[config.mk]
export PLATFORM = sky130hd
export DESIGN_NAME = invq_fence
export DESIGN_NICKNAME = d
export VERILOG_FILES = /design/src/rtl/invq_pkg.sv /design/src/rtl/invq_store.sv /design/src/rtl/invq_gate.sv /design/src/rtl/invq_fence.sv
export SDC_FILE = /design/constraint.sdc
export NUM_CORES = 1
export LEC_CHECK = 0
export ABC_AREA = 1
export ABC_CLOCK_PERIOD_IN_PS = 2400
export BUFFER_PORTS_ARGS = -buffer_cell sky130_fd_sc_hd__buf_2
export CAP_MARGIN = 20
export CORE_UTILIZATION = 35
export CTS_CLUSTER_SIZE = 25
export DETAILED_ROUTE_END_ITERATION = 12
export GPL_TIMING_DRIVEN = 1
export MAX_ROUTING_LAYER = met4
export PLACE_DENSITY = 0.59
export SYNTH_ARGS = -nofsm -noshare
export SYNTH_HDL_FRONTEND = slang
export SYNTH_SLANG_ARGS = --single-unit
[constraint.sdc]
create_clock -name clk -period 2.4 [get_ports clk]
set_input_delay 0.48 -clock clk [delete_from_list [all_inputs] [get_ports clk]]
set_output_delay 0.48 -clock clk [all_outputs]
set_load 0.05 [all_outputs]
[src/rtl/invq_pkg.sv]
package invq_pkg;

  typedef enum logic [1:0] {
    BAR_NONE  = 2'b00,
    BAR_READ  = 2'b01,
    BAR_WRITE = 2'b10,
    BAR_FULL  = 2'b11
  } bar_kind_e;

  // bit 0 selects the invalidation-queue side, bit 1 the store-buffer side
  function automatic logic fences_queue(bar_kind_e k);
    return k[0];
  endfunction

  function automatic logic fences_stores(bar_kind_e k);
    return k[1];
  endfunction

endpackage

[src/rtl/invq_store.sv]
module invq_store #(
  parameter int DEPTH  = 4,
  parameter int ADDR_W = 16
) (
  input  logic              clk,
  input  logic              rst_n,
  input  logic              push,
  input  logic [ADDR_W-1:0] push_addr,
  input  logic              pop,
  input  logic              mark_all,
  input  logic              clear_all,
  input  logic [ADDR_W-1:0] probe_addr,
  output logic              full,
  output logic              empty,
  output logic [ADDR_W-1:0] head_addr,
  output logic              marked_any,
  output logic              probe_hit
);

  localparam int PTR_W = (DEPTH > 1) ? $clog2(DEPTH) : 1;
  localparam int CNT_W = $clog2(DEPTH + 1);
  localparam logic [PTR_W-1:0] LAST = PTR_W'(DEPTH - 1);

  logic [PTR_W-1:0]  wr_ptr, rd_ptr;
  logic [CNT_W-1:0]  count;
  logic [DEPTH-1:0]  vld, mrk, hit_vec;
  logic [ADDR_W-1:0] addr_q [DEPTH];

  function automatic logic [PTR_W-1:0] bump(logic [PTR_W-1:0] p);
    return (p == LAST) ? '0 : p + 1'b1;
  endfunction

  // pointers and occupancy
  always_ff @(posedge clk) begin
    if (!rst_n || clear_all) begin
      wr_ptr <= '0;
      rd_ptr <= '0;
      count  <= '0;
    end else begin
      if (push) wr_ptr <= bump(wr_ptr);
      if (pop)  rd_ptr <= bump(rd_ptr);
      case ({push, pop})
        2'b10:   count <= count + 1'b1;
        2'b01:   count <= count - 1'b1;
        default: count <= count;
      endcase
    end
  end

  // per-entry valid and mark bits
  always_ff @(posedge clk) begin
    if (!rst_n || clear_all) begin
      vld <= '0;
      mrk <= '0;
    end else begin
      for (int i = 0; i < DEPTH; i++) begin
        if (push && wr_ptr == PTR_W'(i)) begin
          vld[i] <= 1'b1;
          mrk[i] <= 1'b0;
        end else if (pop && rd_ptr == PTR_W'(i)) begin
          vld[i] <= 1'b0;
          mrk[i] <= 1'b0;
        end else if (mark_all && vld[i]) begin
          mrk[i] <= 1'b1;
        end
      end
    end
  end

  // address storage, no reset needed
  always_ff @(posedge clk) begin
    for (int i = 0; i < DEPTH; i++) begin
      if (push && wr_ptr == PTR_W'(i)) addr_q[i] <= push_addr;
    end
  end

  // parallel compare of the load address against every live entry
  for (genvar g = 0; g < DEPTH; g++) begin : g_probe
    assign hit_vec[g] = vld[g] && (addr_q[g] == probe_addr);
  end

  assign probe_hit  = |hit_vec;
  assign marked_any = |mrk;
  assign full       = (count == CNT_W'(DEPTH));
  assign empty      = (count == '0);
  assign head_addr  = addr_q[rd_ptr];

endmodule

[src/rtl/invq_gate.sv]
module invq_gate
  import invq_pkg::*;
#(
  parameter int FLUSH_MODE = 0
) (
  input  logic       bar_valid,
  input  logic [1:0] bar_kind,
  input  logic       occupied,
  input  logic       marked_any,
  input  logic       addr_hit,
  input  logic       ld_req,
  output logic       mark_all,
  output logic       flush_all,
  output logic       sb_mark,
  output logic       sb_snoop,
  output logic       ld_gnt
);

  bar_kind_e kind;
  logic      q_fence;
  logic      stall;

  assign kind    = bar_kind_e'(bar_kind);
  assign q_fence = bar_valid && fences_queue(kind);

  if (FLUSH_MODE != 0) begin : g_flush
    assign mark_all  = 1'b0;
    assign flush_all = q_fence;
  end else begin : g_mark
    assign mark_all  = q_fence;
    assign flush_all = 1'b0;
  end

  assign sb_snoop = q_fence;
  assign sb_mark  = bar_valid && fences_stores(kind);

  // a load in the barrier cycle counts as issued after the barrier
  assign stall  = marked_any || (q_fence && occupied) || addr_hit;
  assign ld_gnt = ld_req && !stall;

endmodule

[src/rtl/invq_fence.sv]
module invq_fence #(
  parameter int DEPTH      = 4,
  parameter int ADDR_W     = 16,
  parameter int FLUSH_MODE = 0
) (
  input  logic              clk,
  input  logic              rst_n,
  input  logic              inv_valid,
  output logic              inv_ready,
  input  logic [ADDR_W-1:0] inv_addr,
  output logic              inv_ack,
  output logic              tag_valid,
  input  logic              tag_ready,
  output logic [ADDR_W-1:0] tag_addr,
  output logic              tag_flush_all,
  input  logic              bar_valid,
  input  logic [1:0]        bar_kind,
  output logic              sb_mark,
  output logic              sb_snoop,
  input  logic              ld_req,
  input  logic [ADDR_W-1:0] ld_addr,
  output logic              ld_gnt,
  output logic              mark_pending
);

  logic full, empty, marked_any, addr_hit;
  logic mark_all, flush_all, push, pop;

  assign inv_ready     = !full && !flush_all;
  assign push          = inv_valid && inv_ready;
  assign inv_ack       = push;
  assign tag_valid     = !empty;
  assign pop           = tag_valid && tag_ready;
  assign tag_flush_all = flush_all;
  assign mark_pending  = marked_any;

  invq_store #(.DEPTH(DEPTH), .ADDR_W(ADDR_W)) u_store (
    .clk        (clk),
    .rst_n      (rst_n),
    .push       (push),
    .push_addr  (inv_addr),
    .pop        (pop),
    .mark_all   (mark_all),
    .clear_all  (flush_all),
    .probe_addr (ld_addr),
    .full       (full),
    .empty      (empty),
    .head_addr  (tag_addr),
    .marked_any (marked_any),
    .probe_hit  (addr_hit)
  );

  invq_gate #(.FLUSH_MODE(FLUSH_MODE)) u_gate (
    .bar_valid  (bar_valid),
    .bar_kind   (bar_kind),
    .occupied   (!empty),
    .marked_any (marked_any),
    .addr_hit   (addr_hit),
    .ld_req     (ld_req),
    .mark_all   (mark_all),
    .flush_all  (flush_all),
    .sb_mark    (sb_mark),
    .sb_snoop   (sb_snoop),
    .ld_gnt     (ld_gnt)
  );

endmodule

---- After elaboration in Yosys (flattened, before gate mapping) ----
Memory sizes are Yosys's and may differ from the RTL's. A register that Yosys moved wholly into a read port is not among the register bits.
Index checks and enable logic that the tools add are counted.
word-level totals
  output and inout port bits .............. 24
  memory bits (writable) .................. 64
  flip-flop bits (word level) ............. 15
  memories ................................ 1
cells by class
  reductions and logical operators ........ 44
  equality and inequality tests ........... 13
  add/sub/neg operators ................... 4
  mux-type cells .......................... 30
  bitwise logic cells ..................... 1
memories
  name            words  width  rd ports  clocked after memory_dff  wr ports  line              RTL
  u_store.addr_q  4      16     5         1                         1         invq_store.sv:27  logic [ADDR_W-1:0] addr_q [DEPTH];
operator list
  kind                                              number
  == test 16 bit                                    4
  two-way mux 16 bit                                3
  OR reduction 16 bit                               3
  logical AND 1 bit                                 22
  two-way mux 1 bit                                 19
  two-way mux 2 bit                                 7
  OR reduction 3 bit                                4
  == test 2 bit, second input constant              5
  nonzero test 2 bit                                5
  OR reduction 4 bit                                2
  == test 2 x 1 -> 1 bit, second input constant     3
  one-hot mux 3 bit (2 select lines)                1
  adder 2 x 1 -> 2 bit, second input constant       2
  logical NOT 2 bit                                 2
  adder 3 x 1 -> 3 bit, second input constant       1
  == test 3 bit, second input constant              1
  logical NOT 1 bit                                 3
  logical NOT 3 bit                                 1
  subtractor 3 x 1 -> 3 bit, second input constant  1
  logical OR 1 bit                                  2
  NOT 1 bit                                         1

---- Longest topological paths before layout ----
Gate-level depths: netlist of run 1.
  depth in word-level cells ............... 10
  mapped depth ............................ 11
  mapped depth without buffers ............ 11

---- By module ----
Synthesis of run 1 repeated with hierarchy kept, for this count alone.
unflattened totals
  cell total of the unflattened synthesis .. 535
  area, all modules ....................... 4,302.9 sq um
by module, submodules not included
  module      area an instance (sq um)  instances  cells each  sequential area each (sq um)
  invq_store  4,211.5                   1          514         2,262.2
  invq_gate   52.6                      1          12          0.0
  invq_fence  38.8                      1          9           0.0

---- Least setup slack after synthesis of run 1 ----
OpenSTA, ideal clock, no wires.
  path kind ............................... reg-to-output
  start ................................... register u_store.mrk[3]
  end ..................................... output port ld_gnt
  required time ........................... 1.920 ns
  arrival time ............................ 1.806 ns
  cell stages (with the launch flop) ...... 6
  slack ................................... 0.114 ns
  cells stage by stage .................... dfxtp_1 -> inv_1 -> nand4_1 -> a211oi_1 -> nand3_2 -> nor2_2
on the way
  word-level cells in the longest chain between the ends .. 5
RTL lines
  item                               line              RTL
  from (decl)                        invq_store.sv:26  logic [DEPTH-1:0] vld, mrk, hit_vec;
  from (signal assigned)             invq_store.sv:54  mrk <= '0;
  from (signal, indexed assignment)  invq_store.sv:59  mrk[i] <= 1'b0;
  from (signal, indexed assignment)  invq_store.sv:62  mrk[i] <= 1'b0;
  OR reduction 4 bit                 invq_store.sv:83  assign marked_any = |mrk;
  net mark_pending                   invq_fence.sv:23  output logic mark_pending
  logical OR 1 bit (2 in series)     invq_gate.sv:38   assign stall = marked_any || (q_fence && occupied) || addr_hit;
  logical NOT 1 bit                  invq_gate.sv:39   assign ld_gnt = ld_req && !stall;
  logical AND 1 bit                  invq_gate.sv:39
  to (decl)                          invq_fence.sv:22  output logic ld_gnt,
The timed path passes the listed nets, and every way through them passes these cells.

---- Worst setup path in the final report of run 1 ----
  start ................................... register u_store.count[0]
  end ..................................... output port ld_gnt
on the way
  word-level cells in the longest chain between the ends .. 7
RTL lines
  item                            line              RTL
  from (decl)                     invq_store.sv:25  logic [CNT_W-1:0] count;
  from (signal assigned)          invq_store.sv:43  2'b10: count <= count + 1'b1;
  from (signal assigned)          invq_store.sv:44  2'b01: count <= count - 1'b1;
  from (signal assigned)          invq_store.sv:45  default: count <= count;
  logical NOT 3 bit               invq_store.sv:85  assign empty = (count == '0);
  logical NOT 1 bit               invq_fence.sv:56  .occupied (!empty),
  logical AND 1 bit               invq_gate.sv:38
  logical OR 1 bit (2 in series)  invq_gate.sv:38
  logical NOT 1 bit               invq_gate.sv:39
  logical AND 1 bit               invq_gate.sv:39
No other way between the ends.

==> metrics.txt, run 1 <==
outcome finished, final reports clean; vias per inst 4.64; maximum operating frequency 0.449 GHz; Yosys warnings 0; number of max-cap violations 0; clock sinks roughly 80; leak pwr 2.19 nW; max-slew violation count 0; Starting DRT DRC Count around 190; sequential share of the synthesized area 52.2%; # IOs 64; synthesized cell area 4340 sq um; cts bufs inserted 9; WL/cell 13.8 microns; Core Box Area 12100 sq um; post-layout net count ~630; # rows 40; FF+latch count, synth 81; cells after synthesis 507; crit path capture type primary output; first-pass GRT wire length 16.1 mm; syn avg cell area 8.55 sq um; Most common cell on crit path nand3_2; Total Routing Usage GR 17.2%; clk buf depth 2; H-tree Lvls 3; Design Power 4.96 mW; initial core utilization between 30% and 40%; Min Clock Period, post-route 2.23 ns; syn_nets 557; worst-path fanout max 3; Area growth syn-to-layout 18.0%; Clk network pwr share between 20 and 25%; Clk Latency, worst-skew pair between 0.3 and 0.4 ns; Crit path arrival time 1.75 ns; most frequent cells in the layout 111 x nand2_1, 64 x edfxtp_1, 61 x buf_2; Int Power 2.90 mW; Placed Cells 733; Worst Path Required 1.92 ns; routed wire length 10.3 mm; Antenna diodes 0; Comb power frac approximately two fifths; synth top area cells edfxtp_1 44%, nand2_1 9.6%, dfxtp_1 7.8%; crit path cell chain inv_2 -> nand3_2 -> a211oi_1 -> buf_4 -> nand3_2 -> nor2_2 -> clkbuf_4; Initial DRT Pass Iterations 4; endpoints failing hold 0; critical path class reg -> out; sw frac between 40% and 50%; die span in x approximately 110 microns; largest net degree at the start of global routing 37; HP Class in -> reg; most common cell after layout, fill and taps aside nand2_1; Storage cell area approximately 2300 sq um; Final Cycle Share 92.9%; Critical Path Slowest Stage Cell dfxtp_1; Root Buffer Master clkbuf_16; port bufs 62; startpoint types register; Setup Fix Bufs, Post-CTS 0; Netlist cell types 34; Die Area between 10000 and 15000 sq um; DRC violations left 0; Reg clk slew, reported paths 0.06 ns; TritonCTS clock tree done; routed vias 3476; dominant cell type by area after synthesis edfxtp_1; Routability Congestion 0.852; PwrDens about 970 nW/um^2; Psw between 2 and 2.5 mW; Max VDD drop 445 uV; # fillers 1174; vias in the first global route 3306; setup violators final 0; area of the multi-input gates 1700 sq um; initial antenna violation count 0; dpl hpwl roughly 7.5 mm; RSZ-0062 raised after global routing no; setup_tns 0 ns; Final ANT Viol Nets 0; share of power burned in registers 36.2%; Fin Clk Skew 0.00566 ns; crit path buf inv count 3; GRT overflow 0; share of cells above drive strength 1 21.2%; Synth top area share approximately 44%; CP max stage delay between 0.3 and 0.4 ns; CP delay by family, top buffers and inverters; Die Span Y 113 microns; Post-Layout Cell Count roughly 750
-- layer usage --
metal  track usage (%)  wire length [microns]
met5                 -                      0
met3              3.43                    388
met1              20.4                   4710
met4              6.49                    197
met2              28.8                   5020
-- registers in the layout, summed over array words and instances, names as in the netlist, named ones only --
signal	cells
u_store.rd_ptr	2
u_store.mrk	4
u_store.count	3
u_store.vld	4
u_store.wr_ptr	2
u_store.addr_q	64
-- power by group through the flow --
stage                     logic [mW]  clock network (mW)  registers (mW)
final                           1.94                1.22            1.80
after global routing            2.10                1.31            1.81
after CTS                       1.96                1.25            1.79
after detailed placement        1.96                   0            1.82
after global placement          1.92                   0            1.82
after floorplan                 1.47                   0            1.80
-- logic make-up (layout without fill, tap and decap cells) --
family	count (synthesis)	in the layout	share of synthesized area, %
flip-flops	81	81	52.2
adder cells (fa/ha/maj)	10	10	3.06
buffers and inverters	91	165	8.51
other	1	1	0.0865
AND/OR/NAND/NOR	216	216	22.0
AO/OA/AOI/OAI	96	96	11.8
XOR/XNOR	12	12	2.42
-- layout make-up --
class | count | share of cell area (%)
repair buffers | 70 | 7.29
multi-input cells | 335 | 33.3
well taps | 168 | 4.11
clock buffers | 13 | 4.89
inverters | 79 | 5.85
flip-flops and latches | 81 | 44.2
clock inverters | 3 | 0.318
-- per-stage QoR --
stage	util (%)	instance area, sq um	hold WS (ns)	setup WS (ns)
floorplan	-	4340	0.427	0.114
global placement	40.2	4840	0.449	0.262
detailed placement	40.2	4840	0.451	0.313
CTS	42.4	5110	0.354	0.0550
global route	42.4	5110	0.355	0.0141
finish	42.4	5110	0.364	0.170
-- synthesized netlist by cell type --
| cell type | number |
|---|---|
| nand2_2 | 1 |
| conb_1 | 1 |
| nor2_2 | 8 |
| nand2_1 | 111 |
| clkbuf_1 | 1 |
| clkbuf_2 | 1 |
| o21ai_1 | 10 |
| a211oi_1 | 1 |
| nand3_2 | 3 |
| xnor2_1 | 5 |
| ha_1 | 9 |
| nor3_2 | 1 |
| a211oi_2 | 1 |
| fa_1 | 1 |
| or2_1 | 7 |
| o22ai_1 | 10 |
| nand4_1 | 10 |
| nand3_1 | 10 |
| or2_0 | 4 |
| buf_2 | 6 |
| a21boi_0 | 2 |
| nor2_1 | 58 |
| o21ai_0 | 45 |
| a21oi_1 | 26 |
| nand2_4 | 2 |
| xor2_1 | 7 |
| buf_4 | 3 |
| dfxtp_1 | 17 |
| nand3_4 | 1 |
| edfxtp_1 | 64 |
| o21a_1 | 1 |
| inv_2 | 23 |
| inv_1 | 56 |
| buf_6 | 1 |
-- final timing paths --
check,from,slack [ns],cells after the start,to
worst max-delay path,u_store.count[0],0.17,7,ld_gnt
worst min-delay path,inv_addr[8],0.36,1,u_store.addr_q[3][8]
worst max register to register,u_store.count[2],0.44,11,u_store.count[2]
worst min register to register,u_store.mrk[0],0.46,2,u_store.mrk[0]
-- repair_timing --
item	in CTS	in global routing
resized for setup	0	3
endpoints found under the setup margin	0	3
hold buffers	0	0
Note: power is estimated with default switching activity, not from simulation.
==> run 2: changes to the inputs <==
--- a/config.mk
+++ b/config.mk
@@ -17,4 +17,5 @@
 export PLACE_DENSITY = 0.59
 export SYNTH_ARGS = -nofsm -noshare
 export SYNTH_HDL_FRONTEND = slang
+export SYNTH_HIERARCHICAL = 1
 export SYNTH_SLANG_ARGS = --single-unit
==> constraint.sdc (replaced) <==
create_clock -name clk -period 2.4 [get_ports clk]
set_input_delay 0.48 -clock clk [delete_from_list [all_inputs] [get_ports clk]]
set_output_delay 0.48 -clock clk [all_outputs]
set_load 0.005 [all_outputs]
==> run 2 against run 1 <==
First-iteration DRC count fell by 7.0%. Core utilization increased by 0.52 points. Total power decreased by 36%. Hold slack got worse by 0.011 ns. Die area is 0.73% lower. Critical endpoint unchanged. Synthesized area is 0.75% lower.
==> metrics.txt, run 2 <==
outcome finished, final reports clean; most frequent cells in the layout 168 x nand2_1, 73 x inv_1, 64 x edfxtp_1; routed vias 3599 (+3.5%); sequential share of the synthesized area 52.6% (+0.39 points); vias in the first global route 3586 (+8.5%); initial antenna violation count 0 (unchanged); H-tree Lvls 3 (unchanged); Final ANT Viol Nets 0 (unchanged); biggest regs u_store/addr_q (64), u_store/mrk (4), u_store/vld (4); cts bufs inserted 9 (unchanged); Antenna diodes 0 (unchanged); synth top area cells edfxtp_1 45%, nand2_1 15%, dfxtp_1 7.9%; clk buf depth 2 (unchanged); Reg clk slew, reported paths 0.06 ns (about the same); Hold Buf Count CTS 0 (unchanged); Setup Fix Bufs, Post-CTS 0 (unchanged); Initial DRT Pass Iterations 5 (+1); die span in x 113 microns (-0.37%); Routability Congestion 0.888 (+4.2%); reg-to-reg slack, setup 0.38 ns (-0.06 ns); Starting DRT DRC Count 174 (-7.0%); Root Buffer Master clkbuf_16; # rows 40 (unchanged); synthesized cell area 4300 sq um (-0.75%); Placed Cells 745 (+1.6%); # IOs 64 (unchanged); crit path capture type primary output; dpl hpwl 8.63 mm (+16%); Fin Clk Skew 0.00737 ns (+0.00172 ns); Crit path arrival time 1.80 ns (+0.05 ns); Synth top area share 44.7% (+0.34 points); WL/cell 14.8 microns (+7.3%); RSZ-0062 raised after global routing yes; Resize count post-CTS 0 (unchanged); share of cells above drive strength 1 17.1% (-4.1 points); TritonCTS clock tree done; initial core utilization 35.8% (-0.12 points); syn avg cell area 8.04 sq um (-5.9%); Final Cell Area 5160 sq um (+0.81%); endpoints failing hold 0 (unchanged); worst-path fanout max 2 (-1); DRC violations left 0 (unchanged); count leader, synth nand2_1; Min Clock Period, post-route 2.28 ns (+0.0488 ns); Clk Latency, worst-skew pair 0.34 ns (about the same); vias per inst 4.73 (+1.9%); PwrDens 617 nW/um^2 (-36%); Critical Path Slowest Stage Cell edfxtp_1; Worst Path Required 1.92 ns (about the same); startpoint types register; Max VDD drop 248 uV (-44%); Biggest register u_store/addr_q; most common cell after layout, fill and taps aside nand2_1; clock sinks 81 (unchanged); setup_tns 0 ns (unchanged); Most common cell on crit path nand2_1; worst hold margin 0.354 ns (-0.0106 ns); FF+latch count, synth 81 (unchanged); worst-margin pin slew 0.672 ns; number of synthesized flops with an enable pin 64 (unchanged); largest net degree at the start of global routing 41 (+11%); Yosys warnings 6 (+6); syn_nets 585 (+5.0%); first-pass GRT wire length 17.9 mm (+11%); synth cell count leaders 170 x nand2_1, 74 x inv_1, 64 x edfxtp_1; max-slew violation count 0 (unchanged); post-layout net count 659 (+5.3%); asr flop ratio synth 0% (unchanged); number of max-cap violations 0 (unchanged); port bufs 62 (unchanged); Slew headroom 55.1%; HP Class in -> reg; Design Power 3.18 mW (-36%); CP max stage delay 0.40 ns (+0.07 ns); Netlist cell types 25 (-26%); critical path class reg -> out; Total Routing Usage GR 19.5% (+2.3 points); dominant cell type by area after synthesis edfxtp_1; GRT overflow 0 (unchanged); Area growth syn-to-layout 19.8%; maximum operating frequency 0.439 GHz (-2.1%); Die Area 12700 sq um (-0.73%); routed wire length 11.2 mm (+9.1%); Die Span Y 113 microns (-0.37%); Post-Layout Cell Count 761 (+1.6%); dpl cell area 4860 sq um (+0.26%); leak pwr 2.40 nW (+9.4%); Most used DFF post-synth edfxtp_1; max reg flops 64 (unchanged); Core Box Area 12000 sq um (-0.42%); Final Cycle Share 94.9% (+2.0 points); setup violators final 0 (unchanged); cells after synthesis 535 (+5.5%); crit path cell chain xor2_1 -> nor3_1 -> nand3_1 -> nand2_1 -> inv_1 -> nand2_1 -> nor2_1 -> nand2_1 -> nor2_1 -> buf_2
==> run 2: cell count changes in the layout (fill, tap and decap cells not counted), moves of 10 or more <==
cell,previous run,this run
o21ai_0,45,33
nand4_1,10,0
inv_2,22,12
a21oi_1,26,46
nand2_1,111,168
inv_1,56,73
==> run 2: power by group <==
part	internal [mW]	switching, mW
sequential	1.54	0.0180
combinational	0.115	0.189
clock	0.794	0.524
total	2.45	0.731
==> run 2: routing by layer <==
metal / vias up / global-route usage, % / wire length [microns]
met5: - / - / 0
met4: 0 / 9.12 / 174
met1: 1639 / 24.1 / 5020
met3: 14 / 2.04 / 581
met2: 94 / 32.2 / 5460
li1: 1852 / - / -
==> run 2: area by class of cell <==
type                       count  area [sq um]
timing repair buffer          73           418
fill                        1204          6860
clock inverter                 3          18.8
sequential                    81          2260
tap                          147           184
inverter                      85           319
clock buffer                  13           272
multi-input combinational    359          1680
==> run 2: cell families after synthesis <==
logic type               Yosys count  share of synthesized area [%]
AO/OA/AOI/OAI                     94                           11.3
XOR/XNOR                          13                           2.65
flip-flops                        81                           52.6
other                              1                         0.0872
buffers and inverters             95                           8.55
AND/OR/NAND/NOR                  241                           21.8
adder cells (fa/ha/maj)           10                           3.08
==> run 2: worst paths after layout <==
path                         startpoint              endpoint  cells past startpoint
setup reg to reg       u_store/count[2]      u_store/count[2]                     13
hold / removal              inv_addr[6]  u_store/addr_q[2][6]                      1
hold reg to reg          u_store/mrk[2]        u_store/mrk[2]                      2
setup / recovery  u_store/addr_q[2][14]                ld_gnt                     10
==> run 2: stage by stage <==
step	util [%]	worst slack, ns
final	42.9	0.122
after global routing	42.9	-0.0488
after CTS	42.8	0.00150
after detailed placement	40.4	0.170
after global placement	40.4	0.159
after floorplan	-	0.532
==> run 2: critical path: cells and delay by family, from the launching register on <==
| family | cells | cell delay (ns) |
|---|---|---|
| buffers and inverters | 2 | 0.17 |
| and+or+nand+nor | 7 | 0.71 |
| DFF | 1 | 0.40 |
| xor gates and xnor gates | 1 | 0.18 |
